[src/rtl/ostat_pkg.sv]
package ostat_pkg;
  localparam int STAT_W = 8;
  localparam int DLC_W  = 4;

  // status byte bit positions (software decodes these)
  localparam int B_DLCW = 7;
  localparam int B_TXOK = 6;
  localparam int B_RXOK = 5;
  localparam int B_BERR = 4;
  localparam int B_SERR = 3;
  localparam int B_CERR = 2;
  localparam int B_FERR = 1;
  localparam int B_AERR = 0;

  typedef struct packed {
    logic txok;
    logic rxok;
    logic berr;
    logic serr;
    logic cerr;
    logic ferr;
    logic aerr;
  } ev_t;
endpackage

[src/rtl/ostat_lowpick.sv]
module ostat_lowpick #(
  parameter int N = 15,
  parameter int W = 4
) (
  input  logic [N-1:0] req,
  output logic [W-1:0] idx,
  output logic         valid
);
  always_comb begin
    idx   = '0;
    valid = 1'b0;
    for (int i = N - 1; i >= 0; i--) begin
      if (req[i]) begin
        idx   = W'(i);
        valid = 1'b1;
      end
    end
  end
endmodule

[src/rtl/ostat_cell.sv]
module ostat_cell
  import ostat_pkg::*;
(
  input  logic              clk,
  input  logic              rst_n,
  input  logic              sel_tx,
  input  logic              sel_rx,
  input  logic              ev_dir,
  input  ev_t               ev,
  input  logic [DLC_W-1:0]  rx_dlc,
  input  logic              wr_stat,
  input  logic              wr_dlc,
  input  logic [STAT_W-1:0] wr_data,
  output logic [STAT_W-1:0] stat,
  output logic [DLC_W-1:0]  dlc
);
  logic [STAT_W-1:0] stat_q, stat_d, set_v;
  logic [DLC_W-1:0]  dlc_q, dlc_d;
  logic              stat_en, dlc_en, err_tgt, rx_done;

  always_comb begin
    rx_done = sel_rx & ev.rxok;
    err_tgt = ev_dir ? sel_tx : sel_rx;
    set_v   = '0;
    set_v[B_TXOK] = sel_tx & ev.txok;
    set_v[B_BERR] = sel_tx & ev_dir & ev.berr;
    set_v[B_RXOK] = rx_done;
    set_v[B_DLCW] = rx_done & (rx_dlc != dlc_q);
    set_v[B_SERR] = err_tgt & ev.serr;
    set_v[B_CERR] = err_tgt & ev.cerr;
    set_v[B_FERR] = err_tgt & ev.ferr;
    set_v[B_AERR] = err_tgt & ev.aerr;
    stat_en = wr_stat | (|set_v);
    stat_d  = (wr_stat ? (stat_q & wr_data) : stat_q) | set_v;
    dlc_en  = rx_done | wr_dlc;
    dlc_d   = rx_done ? rx_dlc : wr_data[DLC_W-1:0];
  end

  always_ff @(posedge clk or negedge rst_n) begin
    if (!rst_n)       stat_q <= '0;
    else if (stat_en) stat_q <= stat_d;
  end

  always_ff @(posedge clk or negedge rst_n) begin
    if (!rst_n)      dlc_q <= '0;
    else if (dlc_en) dlc_q <= dlc_d;
  end

  assign stat = stat_q;
  assign dlc  = dlc_q;
endmodule

[src/rtl/ostat_bank.sv]
module ostat_bank
  import ostat_pkg::*;
#(
  parameter int NOBJ = 15,
  parameter int IDXW = $clog2(NOBJ)
) (
  input  logic                    clk,
  input  logic                    rst_n,
  input  logic [NOBJ-1:0]         tx_en,
  input  logic [NOBJ-1:0]         rx_en,
  input  logic [NOBJ-1:0]         hit_vec,
  input  logic [NOBJ-1:0]         int_en,
  input  logic                    ev_dir,
  input  logic                    ev_txok,
  input  logic                    ev_rxok,
  input  logic                    ev_bit_err,
  input  logic                    ev_stuff_err,
  input  logic                    ev_crc_err,
  input  logic                    ev_form_err,
  input  logic                    ev_ack_err,
  input  logic [DLC_W-1:0]        rx_dlc,
  input  logic                    wr_en,
  input  logic                    wr_sel_dlc,
  input  logic [IDXW-1:0]         wr_obj,
  input  logic [STAT_W-1:0]       wr_data,
  input  logic [IDXW-1:0]         rd_obj,
  output logic [STAT_W-1:0]       rd_stat,
  output logic [DLC_W-1:0]        rd_dlc,
  output logic [IDXW-1:0]         tx_idx,
  output logic                    tx_valid,
  output logic [IDXW-1:0]         rx_idx,
  output logic                    rx_valid,
  output logic [NOBJ*STAT_W-1:0]  stat_flat,
  output logic [NOBJ*DLC_W-1:0]   dlc_flat,
  output logic                    irq
);
  logic [1:0]        rst_pipe;
  logic              rst_sync_n;
  ev_t               ev;
  logic [NOBJ-1:0]   rx_req, flag_any;
  logic [STAT_W-1:0] stat_a [NOBJ];
  logic [DLC_W-1:0]  dlc_a  [NOBJ];

  // assert asynchronously, release on the clock
  always_ff @(posedge clk or negedge rst_n) begin
    if (!rst_n) rst_pipe <= 2'b00;
    else        rst_pipe <= {rst_pipe[0], 1'b1};
  end
  assign rst_sync_n = rst_pipe[1];

  assign ev     = '{txok: ev_txok, rxok: ev_rxok, berr: ev_bit_err, serr: ev_stuff_err,
                    cerr: ev_crc_err, ferr: ev_form_err, aerr: ev_ack_err};
  assign rx_req = hit_vec & rx_en;

  ostat_lowpick #(.N(NOBJ), .W(IDXW)) u_txpick (.req(tx_en),  .idx(tx_idx), .valid(tx_valid));
  ostat_lowpick #(.N(NOBJ), .W(IDXW)) u_rxpick (.req(rx_req), .idx(rx_idx), .valid(rx_valid));

  for (genvar g = 0; g < NOBJ; g++) begin : g_obj
    logic is_wr;
    assign is_wr = wr_en && (wr_obj == IDXW'(g));
    ostat_cell u_cell (
      .clk     (clk),
      .rst_n   (rst_sync_n),
      .sel_tx  (tx_valid && (tx_idx == IDXW'(g))),
      .sel_rx  (rx_valid && (rx_idx == IDXW'(g))),
      .ev_dir  (ev_dir),
      .ev      (ev),
      .rx_dlc  (rx_dlc),
      .wr_stat (is_wr && !wr_sel_dlc),
      .wr_dlc  (is_wr && wr_sel_dlc),
      .wr_data (wr_data),
      .stat    (stat_a[g]),
      .dlc     (dlc_a[g])
    );
    assign stat_flat[g*STAT_W +: STAT_W] = stat_a[g];
    assign dlc_flat[g*DLC_W +: DLC_W]    = dlc_a[g];
    assign flag_any[g] = int_en[g] & (|stat_a[g][B_TXOK:0]);
  end

  assign irq = |flag_any;

  always_comb begin
    rd_stat = '0;
    rd_dlc  = '0;
    for (int i = 0; i < NOBJ; i++) begin
      if (rd_obj == IDXW'(i)) begin
        rd_stat = stat_a[i];
        rd_dlc  = dlc_a[i];
      end
    end
  end
endmodule

[config.mk]
export PLATFORM = sky130hd
export DESIGN_NAME = ostat_bank
export DESIGN_NICKNAME = d
export VERILOG_FILES = /design/src/rtl/ostat_pkg.sv /design/src/rtl/ostat_lowpick.sv /design/src/rtl/ostat_cell.sv /design/src/rtl/ostat_bank.sv
export SDC_FILE = /design/constraint.sdc
export NUM_CORES = 1
export LEC_CHECK = 0
export ABC_AREA = 1
export BUFFER_PORTS_ARGS = -buffer_cell sky130_fd_sc_hd__buf_4
export CORE_UTILIZATION = 58
export CTS_CLUSTER_SIZE = 12
export DETAILED_ROUTE_END_ITERATION = 10
export PLACE_DENSITY = 0.87
export SLEW_MARGIN = 20
export SYNTH_ARGS = -nofsm -noshare
export SYNTH_HDL_FRONTEND = slang
export SYNTH_SLANG_ARGS = --single-unit
[constraint.sdc]
create_clock -name clk -period 12.62 [get_ports clk]
set_input_delay 1.262 -clock clk [delete_from_list [all_inputs] [get_ports clk]]
set_output_delay 1.262 -clock clk [all_outputs]
set_load 0.05 [all_outputs]
After elaboration in Yosys (flattened, before gate mapping):

Index checks and enable logic that the tools add are counted.

* bits of input ports: 92
* output and inout bits: 203
* bits in registers: 182

* multiplexer cells: 135
* equal/unequal tests: 71
* bitwise gates (word level): 211
* reductions and logical operators: 111

Operators by type and width (number)
* 4-bit 2-to-1 mux: 60
* 8-bit 2-to-1 mux: 30
* 1-bit AND: 150
* 8-bit AND: 15
* 8-bit OR: 15
* 8-bit OR reduction: 15
* 4-bit equality test (second input constant): 28
* 7-bit OR reduction: 15
* 1-bit logical AND: 75
* 4-bit by 3-bit equality test with 1-bit output (second input constant): 16
* 4-bit != test: 15
* 1-bit 2-to-1 mux: 45
* 4-bit by 2-bit equality test with 1-bit output (second input constant): 8
* 1-bit OR: 30
* 4-bit by 1-bit equality test with 1-bit output (second input constant): 4
* 4-bit zero test: 4
* 15-bit AND: 1
* 15-bit OR reduction: 1
* 1-bit zero test: 1

Longest topological paths before layout:

* depth after elaboration: 22
* depth in mapped cells: 20
* gate-level depth less buffers: 19

Cells and area by module:

Synthesis repeated with hierarchy kept, for this count alone.

* cell total of the unflattened synthesis: 1768
* area, all modules: 12056.6 µm²

Modules (own cells, without submodules)
* ostat_cell: sequential area each 300.3 µm², area an instance 611.8 µm², cells an instance 75, times used 15
* ostat_bank: sequential area each 50.0 µm², area an instance 2493.6 µm², cells an instance 553, times used 1
* ostat_lowpick: sequential area each 0.0 µm², area an instance 192.7 µm², cells an instance 45, times used 2

Worst setup path before layout:

OpenSTA, ideal clock, no wires.

* path type: in2out
* start: in rd_obj[0]
* end: out rd_stat[2]
* buffers on the path: 1
* arrival time: 2.884 ns
* path slack: 8.474 ns
* cell stages on the path: 12
* cells stage by stage: buf_2 nor2_1 inv_1 nor2_2 inv_1 nor2_1 nor4_1 nand4_1 o21ai_0 nand4_1 nor2_1 nand4_1

* cells in the longest elaborated chain, start to end: 16

RTL lines
* start: declaration: RTL line ostat_bank.sv:26 `input logic [IDXW-1:0] rd_obj,`
* 4-bit zero test: RTL line ostat_bank.sv:86 `if (rd_obj == IDXW'(i)) begin`
* 8-bit 2-to-1 mux (14 in a row): RTL line ostat_bank.sv:86
* 8-bit 2-to-1 mux (*): RTL line ostat_bank.sv:86
* end: declaration: RTL line ostat_bank.sv:27 `output logic [STAT_W-1:0] rd_stat,`

Mark *: on every way between the ends. The rest lies on a longest branch, timed or not.

Worst setup path after layout:

* start: in rd_obj[3]
* end: out rd_stat[7]

Same word-level chain as after synthesis.

==> results.md <==
- Sw Share: 0.462
- N_diodes: 0
- Clock slew at reported path FFs: 0.07 ns
- Warnings, synthesis: 0
- Critical path peak fanout: 11
- Worst Tran Pin Value: 1.09 ns
- Via density: about 6.5
- Post-synth EDFFs: 0
- Post-Synthesis Cells: 1532
- Cell area after layout: 0.0140 mm2
- Critical Path RT: 11.36 ns
- Num rows: 50
- Total global-route track usage: 0.452
- Post-synth top area cell: dfrtp_1
- Pin count of the biggest net entering global routing: just over 80
- Hold WC Path Type: flip-flop to async pin
- Syn_area_per_cell: between 7 and 8 um2
- I/O pin cnt: 295
- Post-synth ARST share: 1.00
- Yosys reg bits: between 150 and 200
- CTS tree: done
- Die X-Extent: 141 um
- Primary FF master, synth: dfrtp_1
- Post-CTS Resized: 0
- Total power: 2310 uW
- Startpoint Class: primary input
- Pleak: 0.00658 uW
- Routability-driven placement congestion ratio: 1.03
- R2r setup slk: 10.99 ns
- PD cells: 165 mW/mm2
- Num CTS Buffers: 17
- Nets: 1882
- Crit path time final: roughly 5 ns
- Int Pwr: between 1000 and 1500 uW
- First-pass GRT wire length: around 68000 um
- Final Setup Violations: 0
- Clk root buf: clkbuf_16
- Setup bufs post-CTS: 0
- Cell Area, Placed: around 0.013 mm2
- Clock Latency Late Sink: 0.44 ns
- Initial antenna violation count: 0
- Slew margin rel.: 0.273
- Die Footprint: 0.0198 mm2
- Synth area leaders: dfrtp_1, nand2_1, nand3_1
- Nets in the synthesized netlist: 1624
- Initial DRC count: 1641
- Avg WL per Cell: 22.0 um
- Core Region: ~0.019 mm2
- Fin. Hold Viols: 0
- Synth unique cells: 40
- I/O Buffers: 294
- Htree depth: 4
- Post-Place Cells: 2005
- CP Class: primary input to output port
- Dpl hpwl: 32900 um
- TritonCTS sink count: 182
- Max-cap violations: 0
- Comb power frac: 0.404
- Worst hold slack: 0.239 ns
- Area of the mapped netlist: 0.0111 mm2
- Die height: 141 um
- Synth top area share: 0.409
- Clock Path Buffers: 2
- Net switching power: 1070 uW
- Layout cells sized above 1: 0.201
- Antenna viol nets, final: 0
- Crit end category: output port
- Layout Skew: 0.0116 ns
- Seq pwr share: 0.363
- RSZ-0062 raised after global routing: no
- Outcome: complete, no violations
- DRC violations left: 0
- Non-Filler Instances: 2037
- Starting Density: 0.594
- Pins Over Slew Limit: 0
- Setup TNS: 0 ns
- WL final: about 45000 um
- Area grow syn2layout: 25.4%
- Maximum vdd drop: 0.124 mV
- Hold-fix buffers at CTS: 0
- Number of global-route vias before repair: 12400
- Ratio of final minimum period to clock period: 0.402
- TritonRoute pass-1 iters: 6
- Grt ovf: 0
- Sequential share of the synthesized area: 0.409
- FMAX: 197 MHz
- Crit path DAT: 3.81 ns
- Clk pwr share: 0.233
- Via count: between 10000 and 15000
[through the flow]
step                      utilization  worst slack (ns)
after floorplan                     -              7.17
after global placement          0.714              7.80
after detailed placement        0.714              7.77
after CTS                       0.745              7.74
after global routing            0.745              7.35
final                           0.745              7.55
[critical path, cell delays in order]
cell     delay, ns
buf_4         0.12
nor2_1        0.65
nand3_1       0.49
o21ai_0       0.30
a21oi_1       0.06
nand2_1       0.08
a21oi_1       0.04
nand4_1       0.10
o21ai_0       0.18
nand4_1       0.18
nor2_1        0.05
nand4_1       0.07
buf_4         0.20
[layout by cell type (no fill, tap or decap), types with 18 or more instances in the layout]
cell type    n
nand4_1     48
o21ai_0    157
xnor2_1     37
xor2_1      23
nor3_1      18
nand3_1    268
buf_4      296
inv_1      115
nor2_1     108
o21ai_1     25
a21oi_1     22
dfrtp_1    181
nand2_1    380
[power groups by stage]
stage | Combinational, uW | Clock [uW] | Sequential [uW]
finish | 934 | 538 | 840
global route | 979 | 556 | 846
CTS | 926 | 531 | 831
detailed placement | 922 | 0 | 841
global placement | 905 | 0 | 842
floorplan | 276 | 0 | 1150
[kinds of logic (layout without fill, tap and decap cells)]
group,Yosys count,after routing,share of synthesized area
flip-flops,182,182,0.409
AO/OA/AOI/OAI,241,241,0.118
other,1,1,0.000336
XOR/XNOR,60,60,0.0472
multiplexers,1,1,0.000898
AND/OR/NAND/NOR,867,867,0.360
buffers and inverters,180,451,0.0649
[final cells by class]
cell class | instances | area [um2]
fill | 1482 | 4790
multi-input combinational | 1170 | 5870
clock inverter | 11 | 115
inverter | 123 | 463
sequential | 182 | 4560
tap | 234 | 293
timing repair buffer | 296 | 2220
clock buffer | 21 | 460
[cell usage after synthesis, types with 10 or more instances]
cell      number
nand2_1      380
nand3_1      268
dfrtp_1      182
o21ai_0      157
inv_1        115
nor2_1       108
nand4_1       48
xnor2_1       37
clkbuf_1      29
o21ai_1       25
xor2_1        23
a21oi_1       22
buf_2         18
nor3_1        18
nor4_1        12
o41ai_1       10
[sequential cells by signal (all words and copies together), names as in the netlist]
signal,count
g_obj.u_cell.dlc,60
g_obj.u_cell.stat,120
rst_pipe,2
[layer usage]
metal | vias to the layer above | routed length (um) | track usage
met1 | 6103 | 15900 | 0.570
met3 | 237 | 5820 | 0.112
met2 | 1167 | 20300 | 0.713
met5 | - | 0 | 0
li1 | 5718 | - | -
met4 | 0 | 2790 | 0.256
[final timing paths]
kind	to	start	cells after the start
max	rd_stat[7]	rd_obj[3]	13
min	g_obj[6].u_cell.stat[1]	rst_pipe[1]	0
max reg2reg	g_obj[14].u_cell.dlc[2]	rst_pipe[1]	1
min reg2reg	g_obj[6].u_cell.stat[1]	rst_pipe[1]	0
max in group asynchronous	g_obj[14].u_cell.dlc[2]	rst_pipe[1]	1
min in group clk	rst_pipe[1]	rst_pipe[0]	0
(Power assumes the default switching activity.)
